==> config.mk <==
export PLATFORM = sky130hd
export DESIGN_NAME = hs_pwr_seq
export DESIGN_NICKNAME = d
export VERILOG_FILES = /design/src/rtl/hs_seq_pkg.sv /design/src/rtl/hs_presence_filter.sv /design/src/rtl/hs_supply_chk.sv /design/src/rtl/hs_seq_fsm.sv /design/src/rtl/hs_pwr_seq.sv
export SDC_FILE = /design/constraint.sdc
export NUM_CORES = 1
export LEC_CHECK = 0
export CORE_UTILIZATION = 35
export CTS_CLUSTER_SIZE = 28
export DETAILED_ROUTE_END_ITERATION = 8
export DONT_BUFFER_PORTS = 1
export SYNTH_ARGS = -nofsm -noshare
export SYNTH_HDL_FRONTEND = slang
export SYNTH_SLANG_ARGS = --single-unit
==> constraint.sdc <==
create_clock -name clk -period 1.89 [get_ports clk]
set_clock_uncertainty 0.15 [all_clocks]
set_input_delay 0.0945 -clock clk [delete_from_list [all_inputs] [get_ports clk]]
set_output_delay 0.0945 -clock clk [all_outputs]
set_load 0.02 [all_outputs]
==> src/rtl/hs_seq_pkg.sv <==
package hs_seq_pkg;
  typedef enum logic [1:0] {
    ST_IDLE   = 2'b00,
    ST_PERMIT = 2'b01,
    ST_CHECK  = 2'b10,
    ST_ON     = 2'b11
  } seq_state_e;

  localparam logic [1:0] SEL_3V3_ONLY = 2'b01;
  localparam logic [1:0] SEL_5V_ONLY  = 2'b10;
endpackage

==> src/rtl/hs_presence_filter.sv <==
module hs_presence_filter #(
  parameter int FILT_LEN = 150
) (
  input  logic clk,
  input  logic rst,
  input  logic tick,
  input  logic pin_n,
  output logic qualified
);
  localparam int CW = $clog2(FILT_LEN + 1);
  localparam logic [CW-1:0] LIM = CW'(FILT_LEN);

  logic [CW-1:0] cnt;

  always_ff @(posedge clk) begin
    if (rst)                    cnt <= '0;
    else if (pin_n)             cnt <= '0;
    else if (tick && cnt != LIM) cnt <= cnt + 1'b1;
  end

  assign qualified = (cnt == LIM) && !pin_n;


  cnt_limit_chk: assert property (@(posedge clk) disable iff (rst) cnt <= LIM);

  high_clears_chk: assert property (@(posedge clk) disable iff (rst) pin_n |=> cnt == '0);

  tick_only_chk: assert property (@(posedge clk) disable iff (rst)
    !tick |=> ($stable(cnt) || cnt == '0));
endmodule

==> src/rtl/hs_supply_chk.sv <==
module hs_supply_chk
  import hs_seq_pkg::*;
(
  input  logic [1:0] sel,
  input  logic       ok_3v3,
  input  logic       ok_5v,
  output logic       supply_ok
);
  always_comb begin
    case (sel)
      SEL_3V3_ONLY: supply_ok = ok_3v3;
      SEL_5V_ONLY:  supply_ok = ok_5v;
      default:      supply_ok = ok_3v3 && ok_5v;
    endcase
  end
endmodule

==> src/rtl/hs_seq_fsm.sv <==
module hs_seq_fsm
  import hs_seq_pkg::*;
#(
  parameter int N_GATES = 2
) (
  input  logic               clk,
  input  logic               rst,
  input  logic               present_ok,
  input  logic               permit,
  input  logic               supply_ok,
  output seq_state_e         state_q,
  output logic [N_GATES-1:0] gate_q
);
  seq_state_e state_d;

  always_comb begin
    state_d = state_q;
    case (state_q)
      ST_IDLE:   if (present_ok) state_d = ST_PERMIT;
      ST_PERMIT: if (!present_ok) state_d = ST_IDLE;
                 else if (permit) state_d = ST_CHECK;
      ST_CHECK:  if (!present_ok || !permit) state_d = ST_IDLE;
                 else if (supply_ok) state_d = ST_ON;
      ST_ON:     if (!present_ok || !permit) state_d = ST_IDLE;
                 else if (!supply_ok) state_d = ST_CHECK;
      default:   state_d = ST_IDLE;
    endcase
  end

  always_ff @(posedge clk) begin
    if (rst) begin
      state_q <= ST_IDLE;
      gate_q  <= '0;
    end else begin
      state_q <= state_d;
      gate_q  <= {N_GATES{state_d == ST_ON}};
    end
  end


  supply_loss_chk: assert property (@(posedge clk) disable iff (rst)
    (state_q == ST_ON && !supply_ok && present_ok && permit) |=>
      (gate_q == '0 && state_q == ST_CHECK));

  presence_loss_chk: assert property (@(posedge clk) disable iff (rst)
    !present_ok |=> (state_q == ST_IDLE && gate_q == '0));

  permit_drop_chk: assert property (@(posedge clk) disable iff (rst)
    ((state_q == ST_CHECK || state_q == ST_ON) && !permit) |=> state_q == ST_IDLE);

  permit_hold_chk: assert property (@(posedge clk) disable iff (rst)
    (state_q == ST_PERMIT && !permit) |=> gate_q == '0);

  gate_rise_chk: assert property (@(posedge clk) disable iff (rst)
    $rose(gate_q[0]) |-> $past(supply_ok && permit && present_ok));

  seq_order_chk: assert property (@(posedge clk) disable iff (rst)
    (state_q == ST_ON) |-> ($past(state_q) == ST_CHECK || $past(state_q) == ST_ON));
endmodule

==> src/rtl/hs_pwr_seq.sv <==
module hs_pwr_seq
  import hs_seq_pkg::*;
#(
  parameter int FILT_LEN   = 150,
  parameter int N_PRESENCE = 2
) (
  input  logic                  clk,
  input  logic                  rst,
  input  logic                  tick_ms,
  input  logic [N_PRESENCE-1:0] present_n,
  input  logic                  host_permit,
  input  logic [1:0]            supply_sel,
  input  logic                  host_3v3_ok,
  input  logic                  host_5v_ok,
  output logic                  gate_en_3v3,
  output logic                  gate_en_5v,
  output logic [1:0]            seq_state
);
  localparam int N_GATES = 2;

  logic [N_PRESENCE-1:0] qual;
  logic                  supply_ok;
  seq_state_e            state_q;
  logic [N_GATES-1:0]    gate_q;

  for (genvar g = 0; g < N_PRESENCE; g++) begin : g_pin
    hs_presence_filter #(.FILT_LEN(FILT_LEN)) u_filt (
      .clk       (clk),
      .rst       (rst),
      .tick      (tick_ms),
      .pin_n     (present_n[g]),
      .qualified (qual[g])
    );
  end

  hs_supply_chk u_sup (
    .sel       (supply_sel),
    .ok_3v3    (host_3v3_ok),
    .ok_5v     (host_5v_ok),
    .supply_ok (supply_ok)
  );

  hs_seq_fsm #(.N_GATES(N_GATES)) u_fsm (
    .clk        (clk),
    .rst        (rst),
    .present_ok (&qual),
    .permit     (host_permit),
    .supply_ok  (supply_ok),
    .state_q    (state_q),
    .gate_q     (gate_q)
  );

  assign gate_en_3v3 = gate_q[0];
  assign gate_en_5v  = gate_q[1];
  assign seq_state   = state_q;
endmodule

Word-level counts from Yosys, hierarchy flattened
Index checks and enable logic that the tools add are counted.

Register bits: 19. Input bits: 10. Output and inout port bits: 4. Logic and storage cells: 39.

Add/subtract/negate cells: 2. Eq/ne operators: 10. Mux-type cells: 9. Reductions and logical operators: 14.

Operator list (number): 8-bit by 1-bit adder with 8-bit output (second input constant) (2); 8-bit equality test (second input constant) (2); 8-bit inequality test (second input constant) (2); 2-bit 2-to-1 mux (7); 2-bit equality test (second input constant) (4); 2-bit case mux with 4 select lines (1); 1-bit logical AND (5); 2-bit by 1-bit equality test with 1-bit output (second input constant) (2); 1-bit logical NOT (4); 2-bit OR reduction (2); 2-bit logical NOT (1); 1-bit case mux with 2 select lines (1); 2-bit AND reduction (1); 1-bit logical OR (1).

Logic depth before layout (Yosys ltp)
Gate-level depths: netlist (run 1).

Depth after elaboration: 8. Depth in mapped cells: 5. Mapped depth without buffers: 5.

Hierarchy
From an unflattened synthesis (run 1), not the netlist that was laid out.

Cell total of the unflattened synthesis: 116. Area, all modules: 1011.0 um2.

By module, submodules not included: hs_presence_filter (instances 2, cells an instance 48, area an instance 412.9 um2, sequential area each 160.2 um2); hs_seq_fsm (instances 1, cells an instance 11, area an instance 122.6 um2, sequential area each 60.1 um2); hs_supply_chk (instances 1, cells an instance 8, area an instance 56.3 um2, sequential area each 0.0 um2); hs_pwr_seq (instances 1, cells an instance 1, area an instance 6.3 um2, sequential area each 0.0 um2).

Least setup slack after synthesis (run 1)
Ideal clock, no wire load.

Kind: flip-flop to flip-flop. From: register g_pin[1].u_filt.cnt[0]. To: register u_fsm.state_q[0]. Setup time: 0.103 ns. Data arrival time: 1.480 ns. Required time: 1.637 ns. Slack: 0.157 ns. Cell stages (with the launch flop): 6. Buffers on the path: 0. Clock period less this slack: 1.733 ns. Cells stage by stage: dfxtp_1 inv_1 ha_1 nand4bb_1 or4_4 a2111oi_2.

Longest elaborated chain between the ends: 7. Elaborated cells between the ends (all ways): 10. Those cells by class: eq/ne: 1; mux: 5; reduce/logical: 4.

RTL lines: start, declared (line hs_presence_filter.sv:13) `logic [CW-1:0] cnt;`; start signal, assigned (line hs_presence_filter.sv:18) `else if (tick && cnt != LIM) cnt <= cnt + 1'b1;`; 8-bit equality test (*) (line hs_presence_filter.sv:21) `assign qualified = (cnt == LIM) && !pin_n;`; 1-bit logical AND (*) (line hs_presence_filter.sv:21); 2-bit AND reduction (*) (line hs_pwr_seq.sv:46) `.present_ok (&qual),`; 1-bit logical NOT (line hs_seq_fsm.sv:22, hs_seq_fsm.sv:24); 1-bit logical OR (line hs_seq_fsm.sv:22, hs_seq_fsm.sv:24); 2-bit 2-to-1 mux, on equally long branches (line hs_seq_fsm.sv:24, hs_seq_fsm.sv:22); 2-bit case mux with 4 select lines (*) (line hs_seq_fsm.sv:18) `case (state_q)`; end signal, assigned (line hs_seq_fsm.sv:35) `state_q <= state_d;`; end, declared (line hs_seq_fsm.sv:11) `output seq_state_e state_q,`.

Every way passes the cells marked *; elsewhere a longest branch is shown, timed or not. A chain may end at the register's enable or synchronous reset.

Final worst setup path (run 1)
Ends and elaborated chain as after synthesis.

==> results of run 1 <==
==> metrics by stage <==
| stage | instances | cell area (sq um) |
|---|---|---|
| detailed placement | 148 | 1070 |
| global placement | 148 | 1070 |
| floorplan | 119 | 1040 |
| finish | 159 | 1180 |
| CTS | 159 | 1160 |
| global route | 159 | 1180 |
==> logic make-up after synthesis <==
family	count (synthesis)	share of synthesized area, %
AO/OA/AOI/OAI	29	18.2
XOR/XNOR	2	1.69
adder cells (fa/ha/maj)	6	7.24
buffers and inverters	11	5.19
flip-flops	19	36.7
multiplexers	4	3.98
AND/OR/NAND/NOR	48	27.0
==> metal layers <==
| metal | part of all wire [%] | vias to the layer above | GRT usage (%) |
|---|---|---|---|
| li1 | - | 462 | - |
| met4 | 1.1 | 0 | 5.57 |
| met1 | 49 | 424 | 19.1 |
| met5 | 0 | - | 0 |
| met3 | 4.0 | 2 | 4.38 |
| met2 | 46 | 12 | 24.9 |
==> registers in the layout, summed over array words and instances (netlist names) <==
register / flops
u_fsm.state_q: 2
g_pin.u_filt.cnt: 16
u_fsm.gate_q: 1
==> worst max-delay path by stage <==
| stage | end | slack, ns | depth (start not counted) |
|---|---|---|---|
| 2_1_floorplan | u_fsm.state_q[0] | 0.16 | 5 |
| 3_3_place_gp | u_fsm.state_q[0] | 0.17 | 5 |
| 3_5_place_dp | u_fsm.state_q[0] | 0.13 | 5 |
| 4_1_cts | u_fsm.state_q[0] | 0.09 | 5 |
| 5_1_grt | u_fsm.gate_q[0] | -0.01 | 5 |
| 6_report | u_fsm.state_q[0] | 0.11 | 5 |
==> cell usage after synthesis (3+ instances only) <==
cell and n:
o21ai_0 6, nand2_1 15, dfxtp_1 19, a211oi_1 4, nor2_1 5, ha_1 6, or3_1 5, inv_1 6
nand4_1 7, a21oi_1 12, mux2i_1 3
==> what timing repair did <==
action	4_1_cts	5_1_grt
gates resized for setup	0	3
endpoints found under the hold margin	19	0
hold buffers	7	0
setup buffers	0	0
endpoints found under the setup margin	0	2
==> final cells by class <==
class,count,area (sq um)
inverters,6,22.5
fillers,270,1600
clock inverters,1,5.00
multi-input cells,89,618
clock buffers,3,22.5
well taps,31,38.8
repair buffers,10,95.1
flip-flops and latches,19,380
==> power by group <==
group / internal [mW] / switching, mW / leakage [nW]
Sequential: 0.404 / 0.00322 / 0.153
Combinational: 0.0295 / 0.0323 / 0.235
Clock: 0.0788 / 0.130 / 0.0177
==> cell usage in the layout (no fill, tap or decap), types with 3 or more instances in the layout <==
cell type and n:
dfxtp_1 19, nand2_1 15, a21oi_1 12, nand4_1 7, inv_1 6, o21ai_0 6, dlygate4sd3_1 6, nor2_1 5
or3_1 5, ha_1 5, a211oi_1 4, mux2i_1 3, clkbuf_4 3, buf_4 3
==> results.md, run 1 <==
- Setup WS pre-CTS: ~0.13 ns
- Min-Delay Path Class: in -> reg
- Net Count, Synth: 135
- HP Start: rst
- Final setup margin: ~0.11 ns
- CP top delay family: simple AND/OR/NAND/NOR gates
- Worst EP required: a little under 2 ns
- Mean Syn Cell Area: 8.72 sq um
- CTS clk-pin slew, worst paths: approximately 0.11 ns
- Routed Antenna Nets: 0
- Clk Latency, worst-skew pair: approximately 0.30 ns
- Worst Setup End Kind: flop
- Final WL: 2.09 mm
- Inserted Clock Buffers: 3
- Die area: around 0.0032 sq mm
- Fin nets: around 150
- CP startpoint kind: flop
- CP max stage delay: 0.51 ns
- Total grt overflow: 0
- Outcome: complete, no violations
- Max-slew headroom: between 60 and 70%
- Starting Density: between 30 and 40%
- TritonCTS clock tree: done
- Synth warn: 0
- Pwr Total: 0.678 mW
- H-Tree Depth: 1
- Vias in the first global route: slightly below 900
- Area Growth Syn to Fin: 14.0%
- FF-to-FF End: u_fsm.state_q[0]
- CP startpoint: g_pin[1].u_filt.cnt[0]
- Fmax: around 560 MHz
- R2R depth: 5
- Mapped Area: between 0.001 and 0.0015 sq mm
- # diodes: 0
- EDFF count, synth: 0
- Dpl hpwl: approximately 1.6 mm
- Tightest Pin Transition: approximately 0.47 ns
- R2R Path Start: g_pin[1].u_filt.cnt[0]
- Setup tns final: 0 ns
- Total GRT Usage: ~15%
- Drt pass-1 iters: 6
- Site Rows: 19
- Yosys top cell area share: 36.7%
- Gpl congestion: ~0.74
- Setup violations, final: 0
- Die X: about 56 um
- CP Buf/Inv Count: 1
- PD cells: around 570 mW/mm^2
- Crit path max fanout: 2
- Core Footprint: roughly 0.0028 sq mm
- Max clock buf depth: 2
- Seq/Total Area, Yosys: 36.7%
- Worst VDD drop: roughly 440 uV
- Pleak: about 0.41 nW
- Largest net degree at the start of global routing: 15
- Area contributors post-synth: dfxtp_1 (37%), ha_1 (7.2%), a21oi_1 (5.8%)
- Via count: 900
- PortBufs: 0
- Fin crit share: 93.9%
- Worst Hold Slack: ~0.013 ns
- # IOs: 14
- Die Y: 56.4 um
- Seq cells post-synth: 19
- Core Util, Final: a little over two fifths
- CP cell instances: inv_1, ha_2, nand4bb_1, or4_4, a2111oi_4
- Slowest cell on crit path: or4_4
- Yosys top cell by area: dfxtp_1
- Hold endpoint: g_pin[1].u_filt.cnt[6]
- Final slew viol count: 0
- Yosys cell types: 35
- Hold path cells: 2
- Max cap viols: 0
- Share of cells above drive strength 1: about an eighth
- Final Hold Viols: 0
- Worst reg-to-reg setup slack: 0.11 ns
- DR iter-0 viols: 24
- Post-route minimum period: approximately 1.8 ns
- Routed len/inst: about 13 um
- CP Class: reg -> reg
- Post-synth ARST share: 0%
- DR vias/cell: ~5.7
- # clock sinks: 19
- Initial antenna violation count: 0
- First-pass GRT wire length: 3.87 mm
- CP arrival: 1.84 ns
- DRC Markers: 0
- CTS root buffer: clkbuf_4
- Most common flop cell mapped by yosys: dfxtp_1
- Synth Instances: 119
Power figures use the tool's default switching activity.
==> run 2: changes to the inputs <==
--- a/config.mk
+++ b/config.mk
@@ -9,6 +9,7 @@
 export CTS_CLUSTER_SIZE = 28
 export DETAILED_ROUTE_END_ITERATION = 8
 export DONT_BUFFER_PORTS = 1
+export HOLD_SLACK_MARGIN = 0.06
 export SYNTH_ARGS = -nofsm -noshare
 export SYNTH_HDL_FRONTEND = slang
 export SYNTH_SLANG_ARGS = --single-unit
==> results.md, run 2 (same netlist as run 1, synthesis figures left out) <==
- DRC Markers: 0
- Site Rows: 19
- Total grt overflow: 0
- Core Footprint: 0.00278 sq mm
- Share of cells above drive strength 1: 12.5%
- PD cells: around 570 mW/mm^2
- CTS clk-pin slew, worst paths: 0.11 ns
- Top reg by flops: g_pin.u_filt.cnt
- Area Growth Syn to Fin: 14.0%
- HP Start: host_5v_ok
- Setup tns final: 0 ns
- PortBufs: 0
- Internal: slightly above 0.5 mW
- Max clock buf depth: 2
- CP Class: in -> reg
- CP startpoint kind: input pin
- Worst reg-to-reg setup slack: 0.11 ns
- Max reg flops: 16
- Die X: approximately 56 um
- H-Tree Depth: 1
- Switching Fraction: 24.4%
- Outcome: complete, no violations
- Fmax: 561 MHz
- Starting Density: between 30% and 40%
- FILL cells: 270
- CP arrival: between 1.5 and 2 ns
- Most frequent cells in the layout: dfxtp_1 (19), nand2_1 (15), a21oi_1 (12)
- Gpl congestion: 0.741
- Final WL: 2.08 mm
- # clock sinks: 19
- Total GRT Usage: between 15 and 20%
- Setup violations, final: 0
- Routed Antenna Nets: 0
- Dpl hpwl: about 1.6 mm
- Placed Area: ~0.0011 sq mm
- Vias in the first global route: a little under 900
- DR iter-0 viols: 23
- R2R Path Start: g_pin[1].u_filt.cnt[0]
- Initial antenna violation count: 0
- Worst VDD drop: ~440 uV
- Worst Setup End Kind: flop
- Routed len/inst: between 10 and 15 um
- Largest net degree at the start of global routing: 15
- Die Y: 56.4 um
- CP startpoint: rst
- Core Util, Final: between 40% and 50%
- Most Frequent Cell on Critical Path: dlygate4sd3_1
- DR vias/cell: roughly 5.6
- Non-filler cells, final: 159
- Min-Delay Path Class: in -> reg
- Fin crit share: between 90% and 100%
- FF-to-FF End: u_fsm.state_q[0]
- First-pass GRT wire length: 3.84 mm
- CP cell instances: dlygate4sd3_1, nor2_1, nand3b_1, dlygate4sd3_1, nor4b_1
- Max cap viols: 0
- Post-route minimum period: around 1.8 ns
- Worst EP required: between 1.5 and 2 ns
- Post-route cell area: ~0.0012 sq mm
- Sequential share of power: about 60%
- # diodes: 0
- Combinational power share: a little under a tenth
- CP max stage delay: roughly 0.59 ns
- Max-slew headroom: 68.9%
- R2R depth: 5
- Net Switching: ~0.17 mW
- # IOs: 14
- Post-CTS setup buffers: 0
- Hold path cells: 3
- Die area: 0.00319 sq mm
- Inserted Clock Buffers: 3
- Drt pass-1 iters: 6
- Slowest cell on crit path: dlygate4sd3_1
- Fin nets: between 100 and 150
- Placed insts: 148
- CTS root buffer: clkbuf_4
- TritonCTS clock tree: done
- Crit path max fanout: 5
- Clk pwr share: around 30%
- Via count: ~900
- Biggest regs: g_pin.u_filt.cnt x16, u_fsm.state_q x2, u_fsm.gate_q x1
- Pleak: 0.406 nW
- CP top delay family: buffers and inverters
- Tightest Pin Transition: about 0.47 ns
- Worst Hold Slack: about 0.14 ns
- Hold endpoint: u_fsm.gate_q[0]
- Final slew viol count: 0
- CP Buf/Inv Count: 2
- Clk Latency, worst-skew pair: approximately 0.3 ns
- Final Hold Viols: 0
- Commonest non-fill, non-tap cell in the layout: dfxtp_1
[run 2: cell counts in the layout (fill, tap and decap cells not counted)]
Identical to the previous run, type by type.
[run 2: metrics by stage]
step                setup WS (ns)  total power, mW
floorplan                   0.157            0.454
global placement            0.174            0.459
detailed placement          0.133            0.460
CTS                        0.0922            0.685
global route              -0.0246            0.712
finish                      0.108            0.678
[run 2: routing by layer]
| layer | global-route usage (%) | part of all wire [%] | vias up |
|---|---|---|---|
| met4 | 5.57 | 1.1 | 0 |
| met1 | 19.1 | 49 | 420 |
| li1 | - | - | 462 |
| met2 | 24.5 | 46 | 12 |
| met5 | 0 | 0 | - |
| met3 | 4.38 | 4.0 | 2 |
[run 2: worst max-delay path by stage]
| stage | cells past startpoint | endpoint |
|---|---|---|
| after global placement | 5 | u_fsm.state_q[0] |
| after detailed placement | 5 | u_fsm.state_q[0] |
| after global routing | 5 | u_fsm.gate_q[0] |
| after floorplan | 5 | u_fsm.state_q[0] |
| final | 5 | u_fsm.gate_q[0] |
| after CTS | 5 | u_fsm.state_q[0] |
[run 2: cell type report]
class                      instances  area (sq um)  share of cell area, %
sequential                        19           380                   32.2
clock inverter                     1          5.00                  0.423
multi-input combinational         89           618                   52.3
timing repair buffer              10          95.1                   8.04
tap                               31          38.8                   3.28
inverter                           6          22.5                   1.90
clock buffer                       3          22.5                   1.90
[run 2: timing repair]
action / in CTS / in global routing
gates resized for setup: 0 / 3
endpoints found under the setup margin: 0 / 2
endpoints found under the hold margin: 19 / 0
hold buffers: 7 / 0
[run 2: worst min-delay path: cells and delay by family]
kind | cells | cell delay [ns]
AND/OR/NAND/NOR | 2 | 0.15
AO/OA/AOI/OAI | 1 | 0.31
[run 2: power groups by stage]
stage                     Clock (mW)  Combinational, mW  Sequential, mW
final                          0.209             0.0621           0.407
after global routing           0.233             0.0704           0.408
after CTS                      0.217             0.0607           0.407
after detailed placement           0             0.0437           0.416
after global placement             0             0.0423           0.416
after floorplan                    0             0.0370           0.417
==> run 3: changes to the inputs <==
--- a/config.mk
+++ b/config.mk
@@ -5,6 +5,7 @@
 export SDC_FILE = /design/constraint.sdc
 export NUM_CORES = 1
 export LEC_CHECK = 0
+export ABC_AREA = 1
 export CORE_UTILIZATION = 35
 export CTS_CLUSTER_SIZE = 28
 export DETAILED_ROUTE_END_ITERATION = 8
==> results.md, run 3 <==
- Outcome: complete, no violations
- Pleak: ~0.57 nW
- Most frequent cells in the layout: nand2_1 (70), nor2_1 (25), inv_1 (23)
- Sequential share of power: just under 60%
- Final slew viol count: 0
- Setup tns final: 0 ns
- CP arrival: around 1.8 ns
- # IOs: 14
- Yosys top cell area share: between 30% and 40%
- Post-CTS setup buffers: 0
- Final WL: around 2.4 mm
- Pwr Total: 0.687 mW
- EDFF count, synth: 0
- First-pass GRT wire length: 3.75 mm
- CP startpoint: g_pin[1].u_filt.cnt[0]
- Routed Antenna Nets: 0
- CTS clk-pin slew, worst paths: between 0.1 and 0.15 ns
- Max clock buf depth: 2
- Clk Latency, worst-skew pair: 0.30 ns
- DR iter-0 viols: between 60 and 70
- HP Start: supply_sel[1]
- CP Class: reg -> reg
- DRC Markers: 0
- Top reg by flops: g_pin.u_filt.cnt
- Starting Density: a little under two fifths
- Drt pass-1 iters: 4
- Dpl hpwl: between 1.5 and 2 mm
- Post-synth top cells: nand2_1 (70), nor2_1 (25), inv_1 (23)
- Final Hold Viols: 0
- CTS Hold Bufs: 8
- Share of cells above drive strength 1: under 10%
- Core Footprint: about 0.0034 sq mm
- Tightest Pin Transition: ~0.38 ns
- Seq/Total Area, Yosys: a little under a third
- Slowest cell on crit path: dfxtp_1
- Worst EP required: between 1.5 and 2 ns
- Mean Syn Cell Area: 6.30 sq um
- # diodes: 0
- Most common flop cell mapped by yosys: dfxtp_1
- Crit path max fanout: 8
- Routed len/inst: approximately 9.6 um
- Die X: around 60 um
- Min-Delay Path Class: in -> reg
- Gpl congestion: 0.809
- Die Y: just over 60 um
- TritonCTS clock tree: done
- PortBufs: 0
- Net Switching: between 0.15 and 0.2 mW
- CP max stage delay: about 0.4 ns
- Worst Setup End Kind: flop
- Worst VDD drop: around 290 uV
- Max-slew headroom: between 70% and 80%
- Clk pwr share: a little under a third
- Synth warn: 0
- # clock sinks: 19
- Cts repair resizes: 0
- Initial antenna violation count: 0
- Setup violations, final: 0
- CP startpoint kind: flop
- Seq cells post-synth: 19
- Area Growth Syn to Fin: 9.42%
- Post-route minimum period: ~1.6 ns
- Internal: ~0.51 mW
- Total GRT Usage: 13.6%
- DR vias/cell: ~4.4
- Die area: about 0.0038 sq mm
- Switching Fraction: 26.0%
- Biggest regs: g_pin.u_filt.cnt x16, u_fsm.state_q x2, u_fsm.gate_q x1
- Max cap viols: 0
- Combinational power share: between 8 and 9%
- Yosys top cell by area: dfxtp_1
- Via count: 1093
- PD cells: 508 mW/mm^2
- Vias in the first global route: ~840
- Max reg flops: 16
- Inserted Clock Buffers: 3
- Fin nets: between 200 and 250
- Largest net degree at the start of global routing: 12
- Site Rows: 21
- Commonest non-fill, non-tap cell in the layout: nand2_1
- Mapped Area: 0.00123 sq mm
- Total grt overflow: 0
- Yosys cell types: 19
- Synth Instances: between 150 and 200
- Placed insts: 237
- RSZ-0062 raised after global routing: false
- CTS root buffer: clkbuf_4
- H-Tree Depth: 1
- Net Count, Synth: roughly 210
- Fin crit share: between 80 and 90%
- R2R Path Start: g_pin[1].u_filt.cnt[0]
- Non-filler cells, final: about 250
- Fmax: around 610 MHz
- Top-count cell post-synth: nand2_1
- CP cell instances: inv_1, ha_1, nand2_1, inv_1, nand2_2, nor2_4, nor2_2, nand2_1, a21oi_1
- Post-synth ARST share: 0%
- Area contributors post-synth: dfxtp_1 (31%), nand2_1 (21%), nor2_1 (7.6%)
-- run 3: kinds of logic (layout without fill, tap and decap cells) --
group           count (synthesis)  in the layout  share of synthesized area [%]
simple gates                  121            121                           42.0
buf+inv                        30             37                           11.5
xor+xnor                        4              4                           2.84
compound gates                 16             16                           6.69
flops                          19             19                           30.8
fa+ha+maj                       6              6                           6.08
-- run 3: power groups by stage --
stage               Sequential, mW  Combinational, mW  Clock, mW
CTS                          0.409             0.0606      0.228
global placement             0.418             0.0435          0
finish                       0.409             0.0603      0.218
global route                 0.410             0.0704      0.248
detailed placement           0.418             0.0433          0
floorplan                    0.416             0.0338          0
-- run 3: critical path: cells and delay by family (launching register included) --
family	cells	cell delay, ns
buffers and inverters	2	0.14
DFF	1	0.40
AOI/OAI and AO/OA	1	0.12
adders and majority gates	1	0.19
and+or+nand+nor	5	0.60
-- run 3: layout make-up --
type                       count  area [sq um]
inverter                      25          93.8
clock buffer                   3          22.5
timing repair buffer           8          80.1
clock inverter                 1          5.00
fill                         377          2010
sequential                    19           380
multi-input combinational    147           712
tap                           46          57.6
-- run 3: per-layer routing --
metal	vias to the layer above	track usage [%]	share of wire [%]	wire (um)
li1	613	-	-	-
met1	466	19.2	52	1240
met2	12	20.3	44	1050
met3	2	4.41	3.2	77
met4	0	2.86	0.59	14
met5	-	0	0	0
-- run 3: path summary, 6_finish.rpt --
kind / end / slack [ns] / depth (start not counted)
worst max-delay path: g_pin[1].u_filt.cnt[6] / 0.24 / 9
worst min-delay path: u_fsm.state_q[0] / 0.07 / 6
worst max register to register: g_pin[1].u_filt.cnt[6] / 0.24 / 9
worst min register to register: g_pin[1].u_filt.cnt[6] / 0.35 / 2
-- run 3: per-stage QoR --
stage / instance area, sq um / worst slack (ns) / utilization [%] / hold WS (ns)
after global placement: 1240 / 0.283 / 37.0 / 0.102
final: 1350 / 0.241 / 40.2 / 0.0713
after floorplan: 1230 / 0.471 / - / 0.0879
after global routing: 1350 / 0.0810 / 40.2 / 0.110
after CTS: 1350 / 0.240 / 40.2 / 0.0609
after detailed placement: 1240 / 0.270 / 37.0 / 0.0964
